### config.mk
export PLATFORM = sky130hd
export DESIGN_NAME = mtrace_tx
export DESIGN_NICKNAME = d
export VERILOG_FILES = /design/src/rtl/mtrace_pkg.sv /design/src/rtl/mtrace_timebase.sv /design/src/rtl/mtrace_fifo.sv /design/src/rtl/mtrace_encoder.sv /design/src/rtl/mtrace_tx.sv
export SDC_FILE = /design/constraint.sdc
export NUM_CORES = 1
export LEC_CHECK = 0
export CORE_ASPECT_RATIO = 0.75
export CORE_MARGIN = 8
export CORE_UTILIZATION = 48
export DETAILED_ROUTE_END_ITERATION = 7
export DONT_BUFFER_PORTS = 1
export SYNTH_ARGS = -nofsm -noshare
export SYNTH_HDL_FRONTEND = slang
export SYNTH_SLANG_ARGS = --single-unit
### constraint.sdc
create_clock -name clk -period 4.53 [get_ports clk]
set_clock_uncertainty 0.2 [all_clocks]
set_input_delay 0.453 -clock clk [delete_from_list [all_inputs] [get_ports clk]]
set_output_delay 0.453 -clock clk [all_outputs]
set_load 0.01 [all_outputs]
### src/rtl/mtrace_pkg.sv
`timescale 1ns/1ps
package mtrace_pkg;
  typedef enum logic [2:0] {
    ST_IDLE,
    ST_START1,
    ST_START2,
    ST_D1,
    ST_D2,
    ST_STOP1,
    ST_STOP2
  } ph_state_e;
endpackage

### src/rtl/mtrace_timebase.sv
`timescale 1ns/1ps
module mtrace_timebase #(
  parameter int DIV_W = 16
) (
  input  logic             clk,
  input  logic             rst,
  input  logic             en,
  input  logic [DIV_W-1:0] div,
  output logic             tick_o
);
  logic [DIV_W-1:0] cnt;

  // A phase boundary falls on the last cycle of each divided period.
  // Using >= recovers at once if the divider is lowered while running.
  assign tick_o = en && (cnt >= div);

  always_ff @(posedge clk) begin
    if (rst || !en)  cnt <= '0;
    else if (tick_o) cnt <= '0;
    else             cnt <= cnt + 1'b1;
  end
endmodule

### src/rtl/mtrace_fifo.sv
`timescale 1ns/1ps
module mtrace_fifo #(
  parameter int W     = 9,
  parameter int DEPTH = 8
) (
  input  logic         clk,
  input  logic         rst,
  input  logic         clr,
  input  logic         wr_en,
  input  logic [W-1:0] wr_data,
  input  logic         rd_en,
  output logic [W-1:0] rd_data,
  output logic         full_o,
  output logic         empty_o
);
  localparam int AW = (DEPTH > 1) ? $clog2(DEPTH) : 1;
  localparam int CW = $clog2(DEPTH + 1);
  localparam logic [AW-1:0] LAST_PTR = AW'(DEPTH - 1);

  logic [W-1:0]  mem [DEPTH];
  logic [AW-1:0] wp, rp;
  logic [CW-1:0] cnt;

  assign full_o  = (cnt == CW'(DEPTH));
  assign empty_o = (cnt == '0);

  // Storage: write port and registered read port, no reset (RAM-friendly).
  always_ff @(posedge clk) begin
    if (wr_en) mem[wp] <= wr_data;
  end

  always_ff @(posedge clk) begin
    if (rd_en) rd_data <= mem[rp];
  end

  always_ff @(posedge clk) begin
    if (rst || clr) begin
      wp <= '0;
      rp <= '0;
    end else begin
      if (wr_en) wp <= (wp == LAST_PTR) ? '0 : wp + 1'b1;
      if (rd_en) rp <= (rp == LAST_PTR) ? '0 : rp + 1'b1;
    end
  end

  always_ff @(posedge clk) begin
    if (rst || clr) cnt <= '0;
    else begin
      case ({wr_en, rd_en})
        2'b10:   cnt <= cnt + 1'b1;
        2'b01:   cnt <= cnt - 1'b1;
        default: cnt <= cnt;
      endcase
    end
  end

  assert_no_overflow_R10: assert property (@(posedge clk) disable iff (rst)
    wr_en |-> !full_o);

  assert_no_underflow_R10: assert property (@(posedge clk) disable iff (rst)
    rd_en |-> !empty_o);
endmodule

### src/rtl/mtrace_encoder.sv
`timescale 1ns/1ps
module mtrace_encoder
  import mtrace_pkg::*;
#(
  parameter int BYTE_W = 8
) (
  input  logic              clk,
  input  logic              rst,
  input  logic              en,
  input  logic              tick,
  input  logic              msg_rdy,
  input  logic              buf_empty,
  input  logic [BYTE_W-1:0] rd_data,
  input  logic              rd_last,
  output logic              pop_o,
  output logic              load_o,
  output logic              line_o,
  output logic              idle_o
);
  localparam int IW = (BYTE_W > 1) ? $clog2(BYTE_W) : 1;
  localparam logic [IW-1:0] LAST_IDX = IW'(BYTE_W - 1);

  ph_state_e         st;
  logic [BYTE_W-1:0] sh;
  logic [IW-1:0]     idx;
  logic              last_q;
  logic              have_next;
  logic              at_last_bit;

  assign at_last_bit = (idx == LAST_IDX);
  assign idle_o      = (st == ST_IDLE);

  // The next byte is fetched one phase early, so the registered buffer
  // read has settled even when every cycle is a phase boundary.
  assign pop_o = tick && ((st == ST_START1) ||
                          (st == ST_D1 && at_last_bit && !last_q && !buf_empty));
  assign load_o = tick && ((st == ST_START2) ||
                           (st == ST_D2 && at_last_bit && !last_q && have_next));

  always_ff @(posedge clk) begin
    if (rst || !en) begin
      st        <= ST_IDLE;
      line_o    <= 1'b0;
      sh        <= '0;
      idx       <= '0;
      last_q    <= 1'b0;
      have_next <= 1'b0;
    end else if (tick) begin
      case (st)
        ST_IDLE: begin
          if (msg_rdy) begin
            st     <= ST_START1;
            line_o <= 1'b1;
          end
        end
        ST_START1: begin
          st        <= ST_START2;
          line_o    <= 1'b0;
          have_next <= 1'b1;
        end
        ST_START2: begin
          st        <= ST_D1;
          sh        <= rd_data;
          last_q    <= rd_last;
          idx       <= '0;
          have_next <= 1'b0;
          line_o    <= rd_data[0];
        end
        ST_D1: begin
          st     <= ST_D2;
          line_o <= ~sh[idx];
          if (pop_o) have_next <= 1'b1;
        end
        ST_D2: begin
          if (!at_last_bit) begin
            st     <= ST_D1;
            idx    <= idx + 1'b1;
            line_o <= sh[idx + 1'b1];
          end else if (load_o) begin
            st        <= ST_D1;
            sh        <= rd_data;
            last_q    <= rd_last;
            idx       <= '0;
            have_next <= 1'b0;
            line_o    <= rd_data[0];
          end else begin
            // Closing byte sent, or the source ran dry: end the frame.
            st     <= ST_STOP1;
            line_o <= 1'b0;
          end
        end
        ST_STOP1: begin
          st     <= ST_STOP2;
          line_o <= 1'b0;
        end
        ST_STOP2: begin
          if (msg_rdy) begin
            st     <= ST_START1;
            line_o <= 1'b1;
          end else begin
            st     <= ST_IDLE;
            line_o <= 1'b0;
          end
        end
        default: begin
          st     <= ST_IDLE;
          line_o <= 1'b0;
        end
      endcase
    end
  end

  assert_idle_line_low_R1: assert property (@(posedge clk) disable iff (rst)
    (st == ST_IDLE) |-> !line_o);

  assert_start_phase_high_R2: assert property (@(posedge clk) disable iff (rst)
    (st == ST_START1) |-> line_o);

  assert_bit_halves_differ_R3: assert property (@(posedge clk) disable iff (rst)
    (en && tick && st == ST_D1) |=> (line_o != $past(line_o)));

  assert_hold_between_ticks_R6: assert property (@(posedge clk) disable iff (rst)
    (en && !tick) |=> $stable(line_o));

  assert_disabled_low_R7: assert property (@(posedge clk) disable iff (rst)
    !en |=> !line_o);
endmodule

### src/rtl/mtrace_tx.sv
`timescale 1ns/1ps
module mtrace_tx #(
  parameter int DIV_W  = 16,
  parameter int DEPTH  = 8,
  parameter int BYTE_W = 8
) (
  input  logic              clk,
  input  logic              rst,
  input  logic              enable_i,
  input  logic [DIV_W-1:0]  divider_i,
  input  logic [BYTE_W-1:0] byte_i,
  input  logic              byte_valid_i,
  input  logic              byte_last_i,
  output logic              byte_ready_o,
  output logic              trc_o,
  output logic              empty_o
);
  localparam int ENT_W = BYTE_W + 1;
  localparam int MC_W  = $clog2(DEPTH + 1);

  logic             tick;
  logic             wr, pop, load;
  logic             buf_full, buf_empty;
  logic [ENT_W-1:0] rd_ent;
  logic [MC_W-1:0]  msg_cnt;
  logic             msg_rdy;
  logic             enc_idle;

  assign byte_ready_o = enable_i && !buf_full;
  assign wr           = byte_valid_i && byte_ready_o;
  assign msg_rdy      = (msg_cnt != '0) || buf_full;
  assign empty_o      = buf_empty && enc_idle;

  // Number of complete messages held in the buffer.
  always_ff @(posedge clk) begin
    if (rst || !enable_i) msg_cnt <= '0;
    else begin
      case ({wr && byte_last_i, load && rd_ent[BYTE_W]})
        2'b10:   msg_cnt <= msg_cnt + 1'b1;
        2'b01:   msg_cnt <= msg_cnt - 1'b1;
        default: msg_cnt <= msg_cnt;
      endcase
    end
  end

  mtrace_timebase #(.DIV_W(DIV_W)) u_tb (
    .clk    (clk),
    .rst    (rst),
    .en     (enable_i),
    .div    (divider_i),
    .tick_o (tick)
  );

  mtrace_fifo #(.W(ENT_W), .DEPTH(DEPTH)) u_buf (
    .clk     (clk),
    .rst     (rst),
    .clr     (!enable_i),
    .wr_en   (wr),
    .wr_data ({byte_last_i, byte_i}),
    .rd_en   (pop),
    .rd_data (rd_ent),
    .full_o  (buf_full),
    .empty_o (buf_empty)
  );

  mtrace_encoder #(.BYTE_W(BYTE_W)) u_enc (
    .clk       (clk),
    .rst       (rst),
    .en        (enable_i),
    .tick      (tick),
    .msg_rdy   (msg_rdy),
    .buf_empty (buf_empty),
    .rd_data   (rd_ent[BYTE_W-1:0]),
    .rd_last   (rd_ent[BYTE_W]),
    .pop_o     (pop),
    .load_o    (load),
    .line_o    (trc_o),
    .idle_o    (enc_idle)
  );
endmodule

### Word level (Yosys, flattened, before mapping)

Memories as Yosys holds them, arrays and structs flattened. A register that Yosys moved wholly into a read port is not among the register bits.
Index checks and enable logic that the tools add are counted.

| word-level totals | value |
|---|---|
| register bits after elaboration | 47 |
| word-level logic and storage cells | 110 |
| output and inout bits | 3 |
| RAM bits | 72 |
| memories kept | 1 |

Memories:

| memory | words | bits a word | rd ports | clocked after memory_dff | wr ports | line | text |
|---|---|---|---|---|---|---|---|
| u_buf.mem | 8 | 9 | 1 | 1 | 1 | mtrace_fifo.sv:20 | `logic [W-1:0] mem [DEPTH];` |

| cells by class | value |
|---|---|
| bitwise logic cells | 1 |
| reductions and logical operators | 34 |
| multiplexer cells | 33 |
| add/sub/neg operators | 8 |
| $lt $le $gt $ge | 3 |
| equality and inequality tests | 19 |

Operator list:

| kind | count |
|---|---|
| $mux W3 | 7 |
| $pmux W3 S7 | 1 |
| $eq A3 B3 Y1 const B | 6 |
| $add A16 B1 Y16 const B | 1 |
| $ge A16 B16 Y1 | 1 |
| $mux W8 | 2 |
| $pmux W4 S2 | 2 |
| $pmux W8 S2 | 1 |
| $logic_and A1 B1 Y1 | 14 |
| $mux W1 | 14 |
| $add A3 B1 Y3 const B | 3 |
| $add A4 B1 Y4 const B | 2 |
| $lt A3 B4 Y1 const B | 2 |
| $reduce_bool A4 Y1 | 2 |
| $sub A4 B1 Y4 const B | 2 |
| $bmux W1 S3 | 2 |
| $eq A3 B2 Y1 const B | 2 |
| $ne A2 B2 Y1 const B | 3 |
| $pmux W3 S2 | 1 |
| $reduce_bool A2 Y1 | 3 |
| $pmux W1 S5 | 1 |
| $reduce_and A5 Y1 | 1 |
| $eq A2 B1 Y1 const B | 2 |
| $eq A2 B2 Y1 const B | 2 |
| 15 further kinds | 21 |

### Longest topological paths before layout

Gate-level depths: netlist of run 1.

| logic depth | value |
|---|---|
| depth after elaboration | 9 |
| mapped depth | 15 |
| mapped depth without buffers | 14 |

### Hierarchy

A second synthesis of run 1 with hierarchy kept.

| second synthesis, totals | value |
|---|---|
| cells, all modules | 475 |
| area total of the unflattened synthesis | 6195.9 um2 |

By module, submodules not included:

| module | area each (um2) | times used | sequential area each (um2) | cells each |
|---|---|---|---|---|
| mtrace_fifo | 3641.0 | 1 | 2632.5 | 185 |
| mtrace_timebase | 1224.9 | 1 | 320.3 | 134 |
| mtrace_encoder | 1029.7 | 1 | 340.3 | 120 |
| mtrace_tx | 300.3 | 1 | 80.1 | 36 |

### Worst setup path after synthesis of run 1

Ideal clock, no wire load.

| path | value |
|---|---|
| path kind | input-to-reg |
| start point | input port divider_i[13] |
| end point | register u_buf.cnt[3] |
| setup slack | 0.849 ns |
| data required time | 4.259 ns |
| setup time | 0.071 ns |
| stages | 14 |
| arrival time | 3.410 ns |
| buffers on the path | 0 |
| path through | inv_1 > ha_1 > and4_4 > nand2_2 > nor4_4 > nor3_4 > nor3_4 > ha_1 > ha_1 > a21o_1 > a21oi_1 > xnor2_1 > or3_1 > a21oi_1 |

| between the ends | value |
|---|---|
| longest elaborated chain between the ends | 5 |
| elaborated cells on any way between the ends | 7 |
| those cells by class | order compare: 1; eq/ne: 2; mux: 1; reduce/logical: 3 |

RTL lines:

| what | line | text |
|---|---|---|
| start: declaration | mtrace_tx.sv:10 | `input logic [DIV_W-1:0] divider_i,` |
| $ge A16 B16 Y1 * | mtrace_timebase.sv:15 | `assign tick_o = en && (cnt >= div);` |
| $logic_and A1 B1 Y1 * | mtrace_timebase.sv:15 |  |
| $logic_and A1 B1 Y1 * | mtrace_encoder.sv:35 | `assign pop_o = tick && ((st == ST_START1) \|\|` |
| net pop | mtrace_tx.sv:22 | `logic wr, pop, load;` |
| $eq A2 B1 Y1 or $eq A2 B2 Y1 (tied branches) | mtrace_fifo.sv:49 | `case ({wr_en, rd_en})` |
| $pmux W4 S2 or $reduce_bool A2 Y1 (tied branches) | -- |  |
| end signal: assignment | mtrace_fifo.sv:50 | `2'b10: cnt <= cnt + 1'b1;` |
| end signal: assignment | mtrace_fifo.sv:51 | `2'b01: cnt <= cnt - 1'b1;` |
| end signal: assignment | mtrace_fifo.sv:52 | `default: cnt <= cnt;` |
| end: declaration | mtrace_fifo.sv:22 | `logic [CW-1:0] cnt;` |

Mark *: on every way through the listed nets, which the timed path passes. The rest lies on a longest branch.
A chain may end at the register's enable or synchronous reset.

### Worst setup path in the final report of run 1

| path | value |
|---|---|
| start point | register u_tb.cnt[0] |
| end point | register msg_cnt[2] |

| between the ends | value |
|---|---|
| longest elaborated chain between the ends | 6 |
| elaborated cells on any way between the ends | 8 |
| those cells by class | order compare: 1; eq/ne: 2; mux: 1; reduce/logical: 4 |

RTL lines:

| what | line | text |
|---|---|---|
| start: declaration | mtrace_timebase.sv:11 | `logic [DIV_W-1:0] cnt;` |
| start signal: assignment | mtrace_timebase.sv:20 | `else cnt <= cnt + 1'b1;` |
| $ge A16 B16 Y1 * | mtrace_timebase.sv:15 |  |
| $logic_and A1 B1 Y1 * | mtrace_timebase.sv:15 |  |
| $logic_and A1 B1 Y1 * | mtrace_encoder.sv:37 | `assign load_o = tick && ((st == ST_START2) \|\|` |
| $logic_and A1 B1 Y1 * | mtrace_tx.sv:38 | `case ({wr && byte_last_i, load && rd_ent[BYTE_W]})` |
| $eq A2 B1 Y1 or $eq A2 B2 Y1 (tied branches) | mtrace_tx.sv:38 |  |
| $pmux W4 S2 or $reduce_bool A2 Y1 (tied branches) | -- |  |
| end signal: assignment | mtrace_tx.sv:39 | `2'b10: msg_cnt <= msg_cnt + 1'b1;` |
| end signal: assignment | mtrace_tx.sv:40 | `2'b01: msg_cnt <= msg_cnt - 1'b1;` |
| end signal: assignment | mtrace_tx.sv:41 | `default: msg_cnt <= msg_cnt;` |
| end: declaration | mtrace_tx.sv:25 | `logic [MC_W-1:0] msg_cnt;` |

Every way passes the cells marked *; elsewhere a longest branch is shown, timed or not.

==> results of run 1 <==
==> metal layers <==
| metal | share of wire | wire [µm] |
|---|---|---|
| met1 | 0.50 | 5710 |
| met2 | 0.45 | 5120 |
| met3 | 0.033 | 369 |
| met4 | 0.013 | 148 |
| met5 | 0 | 0 |
==> power by group through the flow <==
stage                     sequential, mW  combinational (mW)  clock [mW]
final                               1.25              0.0709        1.31
after global routing                1.25              0.0785        1.39
after CTS                           1.25              0.0719        1.34
after detailed placement            1.27              0.0571           0
after global placement              1.27              0.0554           0
after floorplan                     1.27              0.0449           0
==> worst max-delay path by stage <==
stage,to,slack (ns),cells past startpoint
2_1_floorplan,u_buf.cnt[3]$_SDFFE_PP0P_,0.85,14
5_1_grt,msg_cnt[2]$_SDFFE_PP0P_,0.56,15
3_5_place_dp,msg_cnt[2]$_SDFFE_PP0P_,0.82,15
6_report,msg_cnt[2]$_SDFFE_PP0P_,0.89,15
4_1_cts,msg_cnt[2]$_SDFFE_PP0P_,0.90,15
3_3_place_gp,u_buf.cnt[3]$_SDFFE_PP0P_,0.93,14
==> cell usage in the layout, fill, tap and decap left out, types with 3 or more instances in the layout <==
cell | netlist | final
edfxtp_1 | 81 | 81
dfxtp_1 | 47 | 47
nor2_1 | 32 | 32
ha_1 | 29 | 29
inv_1 | 25 | 25
nand2_1 | 24 | 24
mux4_2 | 22 | 22
nand3_1 | 20 | 20
a21oi_1 | 19 | 19
clkbuf_16 | 0 | 17
xor2_1 | 13 | 13
o21ai_0 | 12 | 12
dlygate4sd3_1 | 0 | 11
mux2i_1 | 10 | 10
buf_4 | 0 | 10
mux2_2 | 9 | 9
nor3_1 | 9 | 9
nor2_2 | 9 | 9
xnor2_1 | 7 | 7
nor2b_1 | 7 | 6
and3_1 | 6 | 6
or3_1 | 6 | 6
a21o_1 | 5 | 5
clkinv_4 | 0 | 5
nand4_1 | 4 | 4
inv_6 | 0 | 4
nor3_4 | 3 | 3
a31oi_1 | 3 | 3
nand2b_1 | 3 | 3
nor4_1 | 4 | 3
inv_8 | 0 | 3
==> Yosys cell counts, drive strengths merged, types with 11 or more instances <==
| library cell | count |
|---|---|
| edfxtp | 81 |
| dfxtp | 47 |
| nor2 | 42 |
| ha | 29 |
| nand2 | 26 |
| inv | 25 |
| mux4 | 22 |
| nand3 | 20 |
| a21oi | 19 |
| o21ai | 13 |
| xor2 | 13 |
| nor3 | 12 |
| clkbuf | 11 |
==> flip-flops by register name (all words and copies together) (netlist names), 4 cells and up <==
register / count
msg_cnt: 4
u_enc.sh: 8
u_buf.mem: 72
u_buf.rd_data: 9
u_tb.cnt: 16
u_buf.cnt: 4
==> what timing repair did <==
item                                   in CTS  in global routing
setup buffers                               0                  0
hold buffers                               11                  0
endpoints found under the hold margin      73                  0
==> area by class of cell <==
class                           count  area, µm²
Clock buffer                       17        425
Sequential cell                   128       3370
Multi-Input combinational cell    291       2460
Clock inverter                     15        151
Tap cell                          166        208
Fill cell                        1000       5360
Timing Repair Buffer               21        185
Inverter                           26       97.6
==> logic make-up (layout without fill, tap and decap cells) <==
family / count (synthesis) / after routing / synth area share
simple gates: 145 / 145 / 0.136
flops: 128 / 128 / 0.561
compound gates: 55 / 55 / 0.0633
buf+inv: 43 / 79 / 0.0308
mux: 41 / 41 / 0.116
fa+ha+maj: 30 / 30 / 0.0637
xor+xnor: 20 / 20 / 0.0291
==> worst reg2reg max path, cell delays in order, from the launching register on <==
cell and delay, ns:
dfxtp_1 0.42, inv_1 0.07, ha_1 0.27, nand2b_4 0.15, a2111oi_4 0.39, nor4_4 0.12
o311ai_4 0.27, buf_4 0.26, nor2_1 0.09, ha_1 0.27, xor2_1 0.17, ha_1 0.18
a21oi_1 0.14, xor2_1 0.09, or3_1 0.31, a21oi_1 0.14
==> stage by stage <==
| stage | worst slack (ns) | util |
|---|---|---|
| CTS | 0.900 | 0.563 |
| global route | 0.559 | 0.563 |
| global placement | 0.932 | 0.507 |
| floorplan | 0.849 | - |
| detailed placement | 0.824 | 0.507 |
| finish | 0.894 | 0.563 |
==> metrics.cfg, run 1 <==
[status]
outcome=finished clean

[synthesis]
synth_nets=521
async_flop_share=0
synth_edf_count=81
yosys_warnings=0
yosysTopAreaCellShare=0.405
synth_top_cell_by_area=edfxtp_1
yosysUniqueCellTypes=58
seq_area_frac_synth=0.561
syn_inst=462
synth_area_leaders=edfxtp_1, dfxtp_1, mux4_2
synth-main-ff-cell=edfxtp_1
netlist_area_mm2=0.00601
avgSynthCellArea_um2=13.0
ys_seq_elements=128

[power_and_ir_drop]
clockPowerShare=0.499
seqPwrFrac=0.474
p_int_mw=2.05
switching_share=0.223
pwr-share-comb=0.027
p_total_mw=2.63
power.leakage_nw=2.46
p_sw_uw=586
worst_ir_drop_vdd_v=0.000283
powerDensity_mw_per_mm2=382

[layout]
antenna_cells=0
postLayoutCellArea_mm2=0.00690
area_delta_synth_final_pct=14.8
drive_above_1_share=0.195
fin_nets=544
instances_no_fill=664

[clock_network]
cts_max_level=4
cts_buffers=17
ctsResizeCount=0
cts_root_buf=clkbuf_16
path_clk_slew_ns=0.06
tritoncts=built
ctsLongestPathBuffers=2
clock_latency_ns=0.41
clkSinkCount=128

[grt]
top_usage_layer=met2
grt_pass1_vias=3567
met2_usage=0.215
gr-total-overflow=0
grt_pass1_wl_um=18500
antenna_found_initial=0
grt_util_met3=0.0391
gr-usage-all-layers=0.144
grt_max_degree=27
use_met1=0.196

[worst_setup_path]
reg2regPathDepth=15
path_max_fanout=19
slowest_delay_ns=0.42
r2r-end=msg_cnt[2]$_SDFFE_PP0P_
cp_cell_sequence=inv_1 -> ha_1 -> nand2b_4 -> a2111oi_4 -> nor4_4 -> o311ai_4 -> buf_4 -> nor2_1 -> ha_1 -> xor2_1 -> ha_1 -> a21oi_1 -> xor2_1 -> or3_1 -> a21oi_1
arrival_ns=3.76
worstSetupStartpoint=u_tb.cnt[0]$_SDFF_PP0_
crit_family=compound AO/OA/AOI/OAI gates
worst_ep_required_time_ns=4.65
reg2reg_setup_slack_ns=0.89
crit_path_frequent_cell=ha_1
start_kind=flop
crit_type=reg2reg
end_kind=flop
cp_num_buf_inv=2
cpMaxStageDelayCell=dfxtp_1
r2r-start=u_tb.cnt[0]$_SDFF_PP0_

[die]
die-area_mm2=0.0164
core_mm2=0.0123
num_rows=35
die_h_um=113
die_x_um=145
start_util=0.490
io_pins=32

[route]
initialDrtViolationCount=214
ant_nets=0
via_count=3608
wire_per_inst_um=17.1
dr.pass1.iters=4
drt-vias-per-instance=5.43
drc=0
routed_wl_um=11300

[timing]
worstMarginPinSlew_ns=1.12
max_freq_ghz=0.275
grt_setup_unrepaired=no
hold_violations=0
slew_headroom=0.253
setup-violations-final=0
setup-tns-final_ns=0
fin_crit_ns=3.64
period_share=0.803
whs_ns=0.237
slew_violations=0

[min_path]
hold_end=u_enc.sh[6]$_SDFFE_PP0P_
hold_depth=3
hold_path.class=in2reg
holdCritStartpoint=enable_i

[place]
dp_cells=621
post_dp_cell_area_mm2=0.00621
gp_congestion=0.859
dp_hpwl_um=7680
io_buffers=0

[job]
timing.max_cap.violations=0

No activity file was read; power rests on OpenSTA's default activity.
==> run 2, diff against run 1 <==
--- a/config.mk
+++ b/config.mk
@@ -10,6 +10,7 @@
 export CORE_UTILIZATION = 48
 export DETAILED_ROUTE_END_ITERATION = 7
 export DONT_BUFFER_PORTS = 1
+export PLACE_DENSITY = 0.65
 export SYNTH_ARGS = -nofsm -noshare
 export SYNTH_HDL_FRONTEND = slang
 export SYNTH_SLANG_ARGS = --single-unit
==> constraint.sdc (replaced) <==
create_clock -name clk -period 3.05 [get_ports clk]
set_clock_uncertainty 0.2 [all_clocks]
set_input_delay 0.305 -clock clk [delete_from_list [all_inputs] [get_ports clk]]
set_output_delay 0.305 -clock clk [all_outputs]
set_load 0.01 [all_outputs]
==> metrics.cfg, run 2 (synthesized netlist as in run 1, its figures left out) <==
[status]
outcome=complete, but fails checks
violations=setup timing

[route]
drc=0  ; unchanged
drt-vias-per-instance=5.45  ; +0.27%
via_count=3792  ; +5.1%
dr.pass1.iters=4  ; unchanged
ant_nets=0  ; unchanged
initialDrtViolationCount=212  ; -0.93%
wire_per_inst_um=17.6  ; +3.1%
routed_wl_um=12300  ; +8.0%

[die]
num_rows=35  ; unchanged
core_mm2=0.0123  ; unchanged
die_h_um=113  ; unchanged
die_x_um=145  ; unchanged
io_pins=32  ; unchanged
start_util=0.490  ; unchanged
die-area_mm2=0.0164  ; unchanged

[power_and_ir_drop]
clockPowerShare=0.486  ; -0.013
seqPwrFrac=0.482  ; +0.008
switching_share=0.230  ; +0.00713
p_int_mw=2.96  ; +45%
powerDensity_mw_per_mm2=523  ; +37%
p_sw_uw=884  ; +51%
pwr-share-comb=0.032  ; +0.005
p_total_mw=3.85  ; +46%
worst_ir_drop_vdd_v=0.000389  ; +37%
power.leakage_nw=2.62  ; +6.4%

[grt]
gr-total-overflow=0  ; unchanged
grt_pass1_vias=3859  ; +8.2%
antenna_found_initial=0  ; unchanged
grt_max_degree=22  ; -19%
gr-usage-all-layers=0.158  ; +0.0139
grt_pass1_wl_um=20300  ; +9.8%

[worst_setup_path]
start_kind=flop
worst_ep_required_time_ns=3.18  ; -1.47 ns
reg2reg_setup_slack_ns=-0.1  ; -0.99 ns
path_max_fanout=3  ; -16
end_kind=flop
reg2regPathDepth=15  ; unchanged
arrival_ns=3.28  ; -0.48 ns
crit_type=reg2reg

[timing]
worstMarginPinSlew_ns=0.906  ; -0.210 ns
max_freq_ghz=0.318  ; +16%
setup-violations-final=1  ; +1
slew_headroom=0.396  ; +0.143
slew_violations=0  ; unchanged
setup_slack_ns=-0.0974  ; -0.992 ns
grt_setup_unrepaired=yes
fin_crit_ns=3.15  ; -0.488 ns
hold_violations=0  ; unchanged
period_share=1.03  ; +0.229

[clock_network]
cts_max_level=4  ; unchanged
cts_root_buf=clkbuf_16
tritoncts=built
clock_latency_ns=0.41  ; about the same
cts_buffers=17  ; unchanged
ctsLongestPathBuffers=2  ; unchanged
clkSinkCount=128  ; unchanged
path_clk_slew_ns=0.06  ; about the same

[layout]
fin_nets=576  ; +5.9%
largest_reg_flops=72  ; unchanged
drive_above_1_share=0.311  ; +0.117
area_delta_synth_final_pct=22.3
final_common_cell=edfxtp_1
max_flop_register=u_buf.mem
reg.largest.list=u_buf.mem: 72 flops, u_tb.cnt: 16 flops, u_buf.rd_data: 9 flops
most-common-layout-cells=edfxtp_1, dfxtp_1, buf_4
fillers=979  ; -2.1%
instances_no_fill=696  ; +4.8%
antenna_cells=0  ; unchanged

[place]
io_buffers=0  ; unchanged
gp_congestion=0.792  ; -7.7%
dp_hpwl_um=8090  ; +5.4%
dp_cells=647  ; +4.2%

[job]
timing.max_cap.violations=0  ; unchanged

[min_path]
hold_depth=3  ; unchanged
hold_path.class=in2reg

run 2: cell types whose count changed in the layout (fill, tap and decap cells not counted), sizes merged:
cell	delta
clkinvlp	+3
buf	+32
clkinv	-3
bufinv	-1
inv	+1
run 2: power groups by stage:
stage	registers, mW	clock network, mW	logic (mW)
after floorplan	1.89	0	0.0675
after global placement	1.89	0	0.0870
after detailed placement	1.89	0	0.0900
after CTS	1.85	1.91	0.122
after global routing	1.85	2.00	0.137
final	1.85	1.87	0.123
run 2: layer usage:
layer | up-vias | GRT usage | routed length (µm)
li1 | 1836 | - | -
met5 | - | 0 | 0
met2 | 60 | 0.245 | 5820
met3 | 9 | 0.0498 | 417
met4 | 0 | 0.0491 | 113
met1 | 1887 | 0.208 | 5910
run 2: critical path, cell delays in order (launching register included):
cell and delay, ns:
dfxtp_2 0.33, inv_2 0.04, ha_4 0.20, nand2b_4 0.14, a2111oi_4 0.39, nor4_4 0.12, buf_4 0.16, nor3_4 0.17
nor3_4 0.06, ha_2 0.19, ha_1 0.27, a21o_1 0.16, a21oi_2 0.13, xnor2_1 0.08, or3_1 0.33, a21oi_2 0.11
run 2: repair_timing:
action / in CTS / in global routing
hold endpoints to repair: 73 / 0
hold buffers: 11 / 0
setup buffers: 1 / 5
pin swaps: 7 / 5
gates resized for setup: 20 / 10
setup endpoints to repair: 3 / 4
cloned: 0 / 0
run 2: per-stage QoR:
step           area, µm²  utilization  hold slack, ns  setup WS (ns)  TNS [ns]
2_1_floorplan       6040            -           0.201         -0.251    -0.646
3_3_place_gp        6440        0.525           0.204         0.0469         0
3_5_place_dp        6440        0.525           0.204        -0.0529    -0.103
4_1_cts             7250        0.591          0.0210        -0.0469   -0.0469
5_1_grt             7350        0.599          0.0582         -0.241    -0.523
6_report            7350        0.599          0.0291        -0.0974   -0.0974
run 2: area by class of cell:
type	instances	area (µm²)	area share
inverters	26	97.6	0.0133
well taps	166	208	0.0283
clock inverters	15	125	0.0170
clock buffers	17	425	0.0579
multi-input cells	291	2680	0.364
repair buffers	53	438	0.0596
flip-flops and latches	128	3380	0.460
run 2: path summary, 6_finish.rpt:
| kind | startpoint | end |
|---|---|---|
| max | u_tb.cnt[0]$_SDFF_PP0_ | u_buf.cnt[3]$_SDFFE_PP0P_ |
| min | rst | u_enc.sh[7]$_SDFFE_PP0P_ |
| max reg2reg | u_tb.cnt[0]$_SDFF_PP0_ | u_buf.cnt[3]$_SDFFE_PP0P_ |
| min reg2reg | u_enc.sh[6]$_SDFFE_PP0P_ | u_enc.sh[6]$_SDFFE_PP0P_ |
